`src/rtl/smt_pkg.sv`:
```
// Shared definitions for the serial master transfer sequencer.
// Assumes a 16-bit register data path; bit positions match the control word.
package smt_pkg;
    localparam int unsigned DATA_W = 16;
    localparam logic [DATA_W-1:0] CTRL_MASK = 16'hcf87;

    localparam int unsigned B_EN  = 15;
    localparam int unsigned B_MST = 10;
    localparam int unsigned B_TRX = 9;
    localparam int unsigned B_XA  = 8;
    localparam int unsigned B_STP = 1;
    localparam int unsigned B_STT = 0;

    localparam int unsigned S_NACK = 1;
    localparam int unsigned S_ARDY = 2;
    localparam int unsigned S_RRDY = 3;
    localparam int unsigned S_XRDY = 4;

    typedef enum logic [1:0] {
        OP_NONE  = 2'd0,
        OP_START = 2'd1,
        OP_BYTE  = 2'd2,
        OP_STOP  = 2'd3
    } smt_op_e;

    typedef enum logic [1:0] {
        RA_CTRL  = 2'd0,
        RA_COUNT = 2'd1,
        RA_STAT  = 2'd2,
        RA_SYSC  = 2'd3
    } smt_reg_e;

    typedef enum logic [1:0] {
        ST_IDLE = 2'd0,
        ST_ADDR = 2'd1,
        ST_DATA = 2'd2,
        ST_STOP = 2'd3
    } smt_state_e;
endpackage

```
`src/rtl/smt_ctrl.sv`:
```
// Control word and byte count registers.
// Decodes software writes into a transfer launch, a refusal or a soft reset.
// Assumes the sequencer reports busy so that control writes mid-transfer are dropped.
module smt_ctrl
    import smt_pkg::*;
#(
    parameter bit          NEWER_REV = 1'b1,
    parameter int unsigned CNT_W     = 16
) (
    input  logic              clk,
    input  logic              rst_n,
    input  logic              wr_en,
    input  logic [1:0]        wr_addr,
    input  logic [DATA_W-1:0] wr_data,
    input  logic              busy,
    input  logic              clr_start,
    input  logic              clr_stop,
    input  logic              clr_master,
    output logic [DATA_W-1:0] ctrl_q,
    output logic [CNT_W-1:0]  count_q,
    output logic              launch,
    output logic              cfg_reject,
    output logic              soft_rst
);
    logic sel_ctrl, sel_count, sel_sysc;
    logic ctrl_wr, refused;

    // Decode the write strobes by register select
    always_comb begin
        sel_ctrl  = wr_en && (wr_addr == RA_CTRL);
        sel_count = wr_en && (wr_addr == RA_COUNT);
        sel_sysc  = wr_en && (wr_addr == RA_SYSC);
    end

    // Pick the software reset request that belongs to this revision
    generate
        if (NEWER_REV) begin : g_rst_new
            assign soft_rst = sel_sysc && wr_data[1];
        end else begin : g_rst_old
            assign soft_rst = sel_ctrl && !busy && !wr_data[B_EN];
        end
    endgenerate

    // Classify an accepted control write as launch, refusal or plain store
    always_comb begin
        ctrl_wr = sel_ctrl && !busy && !soft_rst;
        refused = ctrl_wr && wr_data[B_EN] && (!wr_data[B_MST] || wr_data[B_XA]);
        launch  = ctrl_wr && wr_data[B_EN] && wr_data[B_MST] && !wr_data[B_XA]
                  && wr_data[B_STT];
    end

    // Hold the control word and apply the sequencer's self-clears
    always_ff @(posedge clk) begin
        if (!rst_n || soft_rst) begin
            ctrl_q <= '0;
        end else if (ctrl_wr) begin
            ctrl_q <= wr_data & CTRL_MASK;
        end else begin
            if (clr_start)  ctrl_q[B_STT] <= 1'b0;
            if (clr_stop)   ctrl_q[B_STP] <= 1'b0;
            if (clr_master) ctrl_q[B_MST] <= 1'b0;
        end
    end

    // Hold the programmed byte count
    always_ff @(posedge clk) begin
        if (!rst_n || soft_rst) begin
            count_q <= '0;
        end else if (sel_count) begin
            count_q <= wr_data[CNT_W-1:0];
        end
    end

    // Flag a refused control word for one cycle
    always_ff @(posedge clk) begin
        if (!rst_n) begin
            cfg_reject <= 1'b0;
        end else begin
            cfg_reject <= refused;
        end
    end
endmodule

```
`src/rtl/smt_fsm.sv`:
```
// Transfer state machine: address, byte run and optional stop.
// Issues one command at a time and advances only on the engine's done pulse.
// Assumes eng_ack is valid whenever eng_done is high.
module smt_fsm
    import smt_pkg::*;
#(
    parameter int unsigned CNT_W = 16
) (
    input  logic             clk,
    input  logic             rst_n,
    input  logic             soft_rst,
    input  logic             launch,
    input  logic             trx,
    input  logic             stop_bit,
    input  logic [CNT_W-1:0] count_q,
    input  logic             eng_done,
    input  logic             eng_ack,
    input  logic             tx_avail,
    output logic             busy,
    output logic             cmd_valid,
    output smt_op_e          cmd_op,
    output logic             cmd_rd,
    output logic             clr_start,
    output logic             clr_stop,
    output logic             clr_master,
    output logic             ev_nack,
    output logic             ev_ardy,
    output logic             xrdy_wr,
    output logic             xrdy_val,
    output logic             txbuf_clr
);
    localparam logic [CNT_W-1:0] ONE = CNT_W'(1);

    smt_state_e       state;
    logic [CNT_W-1:0] work_cnt;
    logic fire, addr_nack, byte_nack, finish;

    // Command presented to the engine in each state
    always_comb begin
        busy      = (state != ST_IDLE);
        cmd_rd    = !trx;
        cmd_valid = 1'b0;
        cmd_op    = OP_NONE;
        case (state)
            ST_ADDR: begin cmd_valid = 1'b1; cmd_op = OP_START; end
            ST_DATA: begin cmd_valid = !trx || tx_avail; cmd_op = OP_BYTE; end
            ST_STOP: begin cmd_valid = 1'b1; cmd_op = OP_STOP; end
            default: ;
        endcase
    end

    // Outcome of the step that completes this cycle
    always_comb begin
        fire      = cmd_valid && eng_done;
        addr_nack = fire && (state == ST_ADDR) && !eng_ack;
        byte_nack = fire && (state == ST_DATA) && trx && !eng_ack;
        finish    = fire && (((state == ST_ADDR) && eng_ack && (count_q == '0)) ||
                             ((state == ST_DATA) && !byte_nack && (work_cnt == ONE)));
        clr_start  = fire && (state == ST_ADDR);
        clr_stop   = addr_nack || (fire && (state == ST_STOP));
        clr_master = finish && !stop_bit;
        ev_ardy    = finish && !stop_bit;
        ev_nack    = addr_nack || byte_nack;
        xrdy_wr    = fire && trx && ((state == ST_ADDR) || (state == ST_DATA));
        xrdy_val   = eng_ack && ((state == ST_ADDR) ? (count_q != '0) : (work_cnt != ONE));
    end

    // Advance the state and the working byte count
    always_ff @(posedge clk) begin
        if (!rst_n || soft_rst) begin
            state    <= ST_IDLE;
            work_cnt <= '0;
        end else begin
            case (state)
                ST_IDLE: if (launch) state <= ST_ADDR;
                ST_ADDR: if (fire) begin
                    work_cnt <= count_q;
                    if (addr_nack)   state <= ST_IDLE;
                    else if (finish) state <= stop_bit ? ST_STOP : ST_IDLE;
                    else             state <= ST_DATA;
                end
                ST_DATA: if (fire) begin
                    work_cnt <= work_cnt - ONE;
                    if (byte_nack)   state <= ST_IDLE;
                    else if (finish) state <= stop_bit ? ST_STOP : ST_IDLE;
                end
                ST_STOP: if (fire) begin
                    work_cnt <= count_q;
                    state    <= ST_IDLE;
                end
                default: state <= ST_IDLE;
            endcase
        end
    end

    // One-cycle request to empty the transmit buffer after a stop
    always_ff @(posedge clk) begin
        if (!rst_n) begin
            txbuf_clr <= 1'b0;
        end else begin
            txbuf_clr <= fire && (state == ST_STOP);
        end
    end
endmodule

```
`src/rtl/smt_status.sv`:
```
// Status flags: no-acknowledge, access-ready, receive-ready, transmit-ready.
// Hardware sets take priority over a software clear in the same cycle.
// Assumes the software clear strobe is already qualified by register select.
module smt_status
    import smt_pkg::*;
#(
    parameter bit NEWER_REV = 1'b1
) (
    input  logic              clk,
    input  logic              rst_n,
    input  logic              soft_rst,
    input  logic              stat_wr,
    input  logic [1:0]        clr_bits,
    input  logic              ev_nack,
    input  logic              ev_ardy,
    input  logic              xrdy_wr,
    input  logic              xrdy_val,
    input  logic              trx,
    input  logic              rx_nonempty,
    output logic [DATA_W-1:0] stat_q
);
    logic nack_q, ardy_q, rrdy_q, xrdy_q;
    logic clr_nack, clr_ardy;

    // Software clears exist only in the newer revision
    generate
        if (NEWER_REV) begin : g_w1c
            assign clr_nack = stat_wr && clr_bits[0];
            assign clr_ardy = stat_wr && clr_bits[1];
        end else begin : g_no_w1c
            assign clr_nack = 1'b0;
            assign clr_ardy = 1'b0;
        end
    endgenerate

    // Sticky flags with set-over-clear priority
    always_ff @(posedge clk) begin
        if (!rst_n || soft_rst) begin
            nack_q <= 1'b0;
            ardy_q <= 1'b0;
        end else begin
            if (ev_nack)       nack_q <= 1'b1;
            else if (clr_nack) nack_q <= 1'b0;
            if (ev_ardy)       ardy_q <= 1'b1;
            else if (clr_ardy) ardy_q <= 1'b0;
        end
    end

    // Ready flags driven by hardware only
    always_ff @(posedge clk) begin
        if (!rst_n || soft_rst) begin
            rrdy_q <= 1'b0;
            xrdy_q <= 1'b0;
        end else begin
            rrdy_q <= !trx && rx_nonempty;
            if (xrdy_wr) xrdy_q <= xrdy_val;
        end
    end

    // Assemble the status word
    always_comb begin
        stat_q         = '0;
        stat_q[S_NACK] = nack_q;
        stat_q[S_ARDY] = ardy_q;
        stat_q[S_RRDY] = rrdy_q;
        stat_q[S_XRDY] = xrdy_q;
    end
endmodule

```
`src/rtl/smt_seq.sv`:
```
// Top of the serial master transfer sequencer.
// Joins the register decode, the state machine and the status flags.
// Assumes a single-cycle write strobe and a bus engine with a done pulse.
module smt_seq
    import smt_pkg::*;
#(
    parameter bit          NEWER_REV = 1'b1,
    parameter int unsigned CNT_W     = 16
) (
    input  logic        clk,
    input  logic        rst_n,
    input  logic        wr_en,
    input  logic [1:0]  wr_addr,
    input  logic [15:0] wr_data,
    input  logic        eng_done,
    input  logic        eng_ack,
    input  logic        tx_avail,
    input  logic        rx_nonempty,
    output logic [15:0] ctrl_q,
    output logic [15:0] stat_q,
    output logic        sys_status,
    output logic        cfg_reject,
    output logic        cmd_valid,
    output logic [1:0]  cmd_op,
    output logic        cmd_rd,
    output logic        txbuf_clr
);
    logic [CNT_W-1:0] count_q;
    logic launch, soft_rst, busy;
    logic clr_start, clr_stop, clr_master;
    logic ev_nack, ev_ardy, xrdy_wr, xrdy_val;
    logic stat_wr;
    smt_op_e op_e;

    // Status-register write strobe
    assign stat_wr    = wr_en && (wr_addr == RA_STAT);
    // Enable readback for the system-status register
    assign sys_status = ctrl_q[B_EN];
    // Command code onto the plain port
    assign cmd_op     = op_e;

    smt_ctrl #(.NEWER_REV(NEWER_REV), .CNT_W(CNT_W)) u_ctrl (
        .clk(clk), .rst_n(rst_n), .wr_en(wr_en), .wr_addr(wr_addr),
        .wr_data(wr_data), .busy(busy), .clr_start(clr_start),
        .clr_stop(clr_stop), .clr_master(clr_master), .ctrl_q(ctrl_q),
        .count_q(count_q), .launch(launch), .cfg_reject(cfg_reject),
        .soft_rst(soft_rst)
    );

    smt_fsm #(.CNT_W(CNT_W)) u_fsm (
        .clk(clk), .rst_n(rst_n), .soft_rst(soft_rst), .launch(launch),
        .trx(ctrl_q[B_TRX]), .stop_bit(ctrl_q[B_STP]), .count_q(count_q),
        .eng_done(eng_done), .eng_ack(eng_ack), .tx_avail(tx_avail),
        .busy(busy), .cmd_valid(cmd_valid), .cmd_op(op_e), .cmd_rd(cmd_rd),
        .clr_start(clr_start), .clr_stop(clr_stop), .clr_master(clr_master),
        .ev_nack(ev_nack), .ev_ardy(ev_ardy), .xrdy_wr(xrdy_wr),
        .xrdy_val(xrdy_val), .txbuf_clr(txbuf_clr)
    );

    smt_status #(.NEWER_REV(NEWER_REV)) u_status (
        .clk(clk), .rst_n(rst_n), .soft_rst(soft_rst), .stat_wr(stat_wr),
        .clr_bits(wr_data[2:1]), .ev_nack(ev_nack), .ev_ardy(ev_ardy),
        .xrdy_wr(xrdy_wr), .xrdy_val(xrdy_val), .trx(ctrl_q[B_TRX]),
        .rx_nonempty(rx_nonempty), .stat_q(stat_q)
    );
endmodule

```
`config.mk`:
```
export PLATFORM = sky130hd
export DESIGN_NAME = smt_seq
export DESIGN_NICKNAME = d
export VERILOG_FILES = /design/src/rtl/smt_pkg.sv /design/src/rtl/smt_ctrl.sv /design/src/rtl/smt_fsm.sv /design/src/rtl/smt_status.sv /design/src/rtl/smt_seq.sv
export SDC_FILE = /design/constraint.sdc
export NUM_CORES = 1
export LEC_CHECK = 0
export ABC_AREA = 0
export BUFFER_PORTS_ARGS = -buffer_cell sky130_fd_sc_hd__clkbuf_2
export CAP_MARGIN = 20
export CELL_PAD_IN_SITES_DETAIL_PLACEMENT = 0
export CELL_PAD_IN_SITES_GLOBAL_PLACEMENT = 1
export CORE_ASPECT_RATIO = 0.5
export CORE_MARGIN = 3
export CORE_UTILIZATION = 43
export CTS_BUF_LIST = sky130_fd_sc_hd__clkbuf_2 sky130_fd_sc_hd__clkbuf_4 sky130_fd_sc_hd__clkbuf_8
export DETAILED_ROUTE_END_ITERATION = 8
export GPL_TIMING_DRIVEN = 0
export HOLD_SLACK_MARGIN = 0.06
export PLACE_DENSITY_LB_ADDON = 0.1
export SLEW_MARGIN = 20
export SYNTH_ARGS = -nofsm -noshare
export SYNTH_HDL_FRONTEND = slang
export SYNTH_SLANG_ARGS = --single-unit
export TNS_END_PERCENT = 20
```
`constraint.sdc`:
```
create_clock -name clk -period 3.4 [get_ports clk]
set_clock_uncertainty 0.15 [all_clocks]
set_input_delay 0.85 -clock clk [delete_from_list [all_inputs] [get_ports clk]]
set_output_delay 0.85 -clock clk [all_outputs]
set_load 0.05 [all_outputs]
```
### Yosys cells after proc, flatten, opt, wreduce, memory -nomap -nowiden

Cells that the tools add are included.

* output and inout bits: 39
* word-level logic and storage cells: 114
* flip-flop bits (word level): 50

* reductions and logical operators: 61
* add/sub/neg operators: 1
* equal/unequal tests: 14
* mux-type cells: 25

Operators by type and width (count)
* 16-bit 2-to-1 mux: 2
* 16-bit one-hot mux with 2 select lines: 1
* 1-bit logical AND: 31
* 2-bit 2-to-1 mux: 10
* 16-bit by 1-bit == test with 1-bit output, second input constant: 1
* 16-bit logical NOT: 1
* 16-bit by 1-bit != test with 1-bit output, second input constant: 1
* 16-bit nonzero test: 1
* 16-bit by 1-bit subtractor with 16-bit output, second input constant: 1
* 2-bit nonzero test: 7
* 1-bit logical NOT: 9
* 1-bit 2-to-1 mux: 9
* 2-bit == test, second input constant: 4
* 2-bit by 1-bit != test with 1-bit output, second input constant: 4
* 2-bit one-hot mux with 4 select lines: 1
* 1-bit logical OR: 7
* 2-bit one-hot mux with 3 select lines: 1
* 5-bit AND reduction: 1
* 2-bit by 1-bit == test with 1-bit output, second input constant: 2
* 2-bit logical NOT: 2
* 3-bit by 1-bit != test with 1-bit output, second input constant: 1
* 3-bit AND reduction: 1
* 2-bit != test, second input constant: 1
* 1-bit one-hot mux with 2 select lines: 1
* 2-bit OR reduction: 1

### Depth between registers and ports, before layout

* word-level depth: 16
* depth in mapped cells: 11

### Hierarchy

Synthesis repeated with hierarchy kept, for this count alone.

* cell total of the unflattened synthesis: 378
* area total of the unflattened synthesis: 2974.1 um^2

Modules (own cells, without submodules)
* smt_fsm: area each 1629.1 um^2, cells an instance 216, instances 1
* smt_ctrl: area each 1057.3 um^2, cells an instance 129, instances 1
* smt_status: area each 271.5 um^2, cells an instance 31, instances 1
* smt_seq: area each 16.3 um^2, cells an instance 2, instances 1

### Least setup slack after synthesis

OpenSTA, ideal clock, no wires.

* path type: input port to output port
* start: input tx_avail
* end: output cmd_valid
* path buffers: 0
* arrival time: 1.676 ns
* slack: 0.724 ns
* data required time: 2.400 ns
* stages on the path: 3
* cells stage by stage: nand2b_1 -> a21oi_1 -> nor2_1

* word-level cells in the longest chain between the ends: 2

Ends and longest elaborated chain
* start, declared: RTL line smt_seq.sv:17 `input logic tx_avail,`
* 1-bit logical OR: RTL line smt_fsm.sv:46 `ST_DATA: begin cmd_valid = !trx || tx_avail; cmd_op = OP_BYTE; end`
* 1-bit one-hot mux with 2 select lines: RTL line smt_fsm.sv:44 `case (state)`
* end, declared: RTL line smt_seq.sv:23 `output logic cmd_valid,`

No other way between the ends.

### Final worst setup path

* start: register u_fsm.state[1]
* end: output cmd_valid

* word-level cells in the longest chain between the ends: 3
* elaborated cells on any way between the ends: 5
* those cells by class: 3 x eq/ne; 1 x mux; 1 x reduce/logical

Ends and longest elaborated chain
* start, declared: RTL line smt_fsm.sv:34 `smt_state_e state;`
* start signal, assigned: RTL line smt_fsm.sv:79 `else if (finish) state <= stop_bit ? ST_STOP : ST_IDLE;`
* start signal, assigned: RTL line smt_fsm.sv:85 `else if (finish) state <= stop_bit ? ST_STOP : ST_IDLE;`
* 2-bit == test / 2-bit by 1-bit == test with 1-bit output (equally long branches): RTL line smt_fsm.sv:44
* 2-bit OR reduction (no line)
* 1-bit one-hot mux with 2 select lines (*): RTL line smt_fsm.sv:44

Every way passes the cells marked *; elsewhere a longest branch is shown, timed or not.

==> results.cfg <==
[clocking]
clock_path_buffers = 2
post-cts-setup-buffer-count = 0
clk_pin_slew_ns = 0.09
cts_tree = done
clock_latency_ns = 0.31
ctsHtreeMaxLevel = 2
clock-sinks = 50
cts-root-buf = clkbuf_8
numCtsBuffers = 5

[final_layout]
diodes = 0
final_common_cell = nand2_1
final_layout_size_suffix_gt1_frac = 0.2156
nFillCells = 572
final_cell_mix = nand2_1, dfxtp_1, a21oi_1
nets = 468
synthToLayoutAreaGrowth_pct = 17.13
fin_util = 0.5546

[critical_path]
crit_path_cell_trace = inv_1 -> ha_1 -> nor2_2 -> inv_2 -> a21oi_1 -> nor2_1 -> clkbuf_2
path_buf_inv = 3
path_depth = 7
critPathKind = reg2out
endpoint_kind = output port
critPathArrivalTime_ns = 2.23
cp_max_fo = 11
cpLargestDelayFamily = buffers and inverters
rrSetupSlack_ns = 0.37
worst-endpoint-required_ns = 2.40
reg2regPathDepth = 10
cpPeakStageDelay_ns = 0.42
timing.rr.end = u_fsm.work_cnt[8]
start_kind = flip-flop
r2r-start = u_fsm.state[1]
critical-path-slowest-cell = nor2_2

[sta]
tightest_slew_ns = 0.6803
hold_violations = 0
setup_tns_ns = 0
final-setup-viol-count = 0
max-slew-margin-rel = 0.5465
fin_crit_sh = 0.9488
setup_ws_ns = 0.1740
slew_violations = 0
rsz0062_at_grt = no
maxClockFrequency_mhz = 310.0
post-route-min-period_ns = 3.226

[floorplanning]
die_area_um2 = 7496
rows = 19
io_pins = 64
core_area_um2 = 5848
initial_core_util = 0.4735
dieHeight_um = 62.74
die_x_um = 119.5

[logic_synthesis]
synthMuxAreaShare = 0.003615
synthAdderAreaFrac = 0.02711
ys_warn_count = 0
synth_compound_area_frac = 0.2169
synth_edf_count = 0
ys_types = 52
synthCells = 369
synth_xor_area_frac = 0
synthesis.area_um2 = 2769
synth_seq_cells = 50
syn_area_per_cell_um2 = 7.504
yosysSeqAreaShare = 0.3615
synth_flop_cell = dfxtp_1
synthArstFlopShare = 0
synth-simple-area-share = 0.2829
synth_top_family_by_area = simple AND/OR/NAND/NOR gates

[drt]
drt_wl_total_um = 8065
postRouteAntennaNets = 0
remaining_drc_errors = 0
via_per_inst = 5.325
via_count = 2769
first_pass_iters = 4
drt_iter0_drc = 245
wl_per_cell_um = 15.51

[global_route]
grt_use_total = 0.2172
overflow = 0
grt_pass1_vias = 2636
grt_max_degree = 14
antenna_found_initial = 0
grt_pass1_wl_um = 13080

[power]
leakage_nw = 1.311
ir_drop_uv = 240.3
p_total_w = 0.002545
power_density_nw_per_um2 = 784.8

[min_path]
min_to = u_ctrl.ctrl_q[14]
min-delay-start = u_ctrl.ctrl_q[14]
min_path_type = reg2reg
hold_depth = 2

[placed_design]
gp_congestion = 0.9012
pre_cts_ws_ns = 0.2310
post-dp-hpwl_um = 6205
io_buffers = 45

[job]
maxCapViolCount = 0

[outcome]
outcome = complete, no violations
==> per-stage QoR <==
stage | cells | area (µm²) | hold WS [ns]
3_3_place_gp | 515 | 3163 | 0.2928
5_1_grt | 520 | 3243 | 0.3430
4_1_cts | 521 | 3247 | 0.3126
2_1_floorplan | 386 | 2833 | 0.2867
3_5_place_dp | 515 | 3163 | 0.2993
6_report | 520 | 3243 | 0.3120
==> timing repair <==
item                                    4_1_cts  5_1_grt
endpoints found under the setup margin        1        1
hold buffers                                  0        0
pin swaps                                     0        0
gates resized for setup                       1        0
endpoints found under the hold margin         0        0
==> cell type report <==
| cell class | count | area [µm²] | area share |
|---|---|---|---|
| inverter | 8 | 30.03 | 0.009259 |
| multi-input combinational | 284 | 1536 | 0.4738 |
| timing repair buffer | 45 | 225.2 | 0.06944 |
| tap | 84 | 105.1 | 0.03241 |
| buffer | 43 | 262.8 | 0.08102 |
| clock buffer | 6 | 82.58 | 0.02546 |
| sequential | 50 | 1001 | 0.3086 |
==> cell usage after synthesis (3+ instances only) <==
library cell / number / area, µm²
buf_4: 26 / 195.2
nand2b_1: 5 / 31.28
a31oi_1: 6 / 37.54
nor2_1: 28 / 105.1
o31ai_1: 4 / 30.03
a21oi_1: 49 / 245.2
clkbuf_1: 16 / 60.06
nor4b_1: 3 / 26.28
dfxtp_1: 50 / 1001
nand3_1: 9 / 45.04
nand2_1: 77 / 289.0
nor3_1: 11 / 55.05
nor4_1: 4 / 25.02
inv_1: 7 / 26.28
nor3b_1: 3 / 22.52
ha_1: 6 / 75.07
nor2b_1: 5 / 31.28
o21ai_0: 19 / 95.09
==> power breakdown <==
group / switching, W / total, W / internal [W] / leakage, nW
Clock: 0.000199 / 0.000357 / 0.000158 / 0.0431
Sequential: 0.000107 / 0.000790 / 0.000684 / 0.406
Combinational: 0.000896 / 0.00140 / 0.000502 / 0.861
==> layer usage <==
layer  wire [µm]  share of wire  GRT usage  vias up
met5           0              0          0        -
li1            -              -          -     1374
met4          72         0.0089    0.04565        0
met2        3374           0.42     0.3272      106
met1        3937           0.49     0.3004     1281
met3         681          0.084    0.07505        8
==> logic make-up (layout without fill, tap and decap cells) <==
group,after synthesis,count (layout)
fa+ha+maj,6,6
compound gates,97,97
simple gates,162,162
flops,50,50
other cells,1,18
buf+inv,52,102
mux,1,1
==> worst register-to-register path: stages, from the launching register on <==
cell	delay, ns
dfxtp_1	0.38
inv_1	0.07
ha_1	0.25
nor2_2	0.42
inv_2	0.23
a21oi_1	0.25
nor3b_1	0.12
o21bai_1	0.37
clkbuf_1	0.40
o21ai_0	0.16
a21oi_1	0.16
==> state kept, by name (all words and copies together), names as in the netlist <==
name / flops
u_fsm.txbuf_clr: 1
u_status.ardy_q: 1
u_ctrl.count_q: 16
u_ctrl.cfg_reject: 1
u_status.xrdy_q: 1
u_ctrl.ctrl_q: 10
u_fsm.work_cnt: 16
u_status.nack_q: 1
u_fsm.state: 2
u_status.rrdy_q: 1
==> how the worst max path moves through the flow <==
stage,startpoint,to,slack (ns)
finish,u_fsm.state[1],cmd_valid,0.17
detailed placement,u_fsm.state[0],cmd_op[0],0.23
global route,u_fsm.state[1],cmd_valid,0.04
global placement,u_fsm.state[0],cmd_op[0],0.26
CTS,u_fsm.state[0],cmd_op[0],0.02
floorplan,tx_avail,cmd_valid,0.72
No activity file was read; power rests on OpenSTA's default activity.
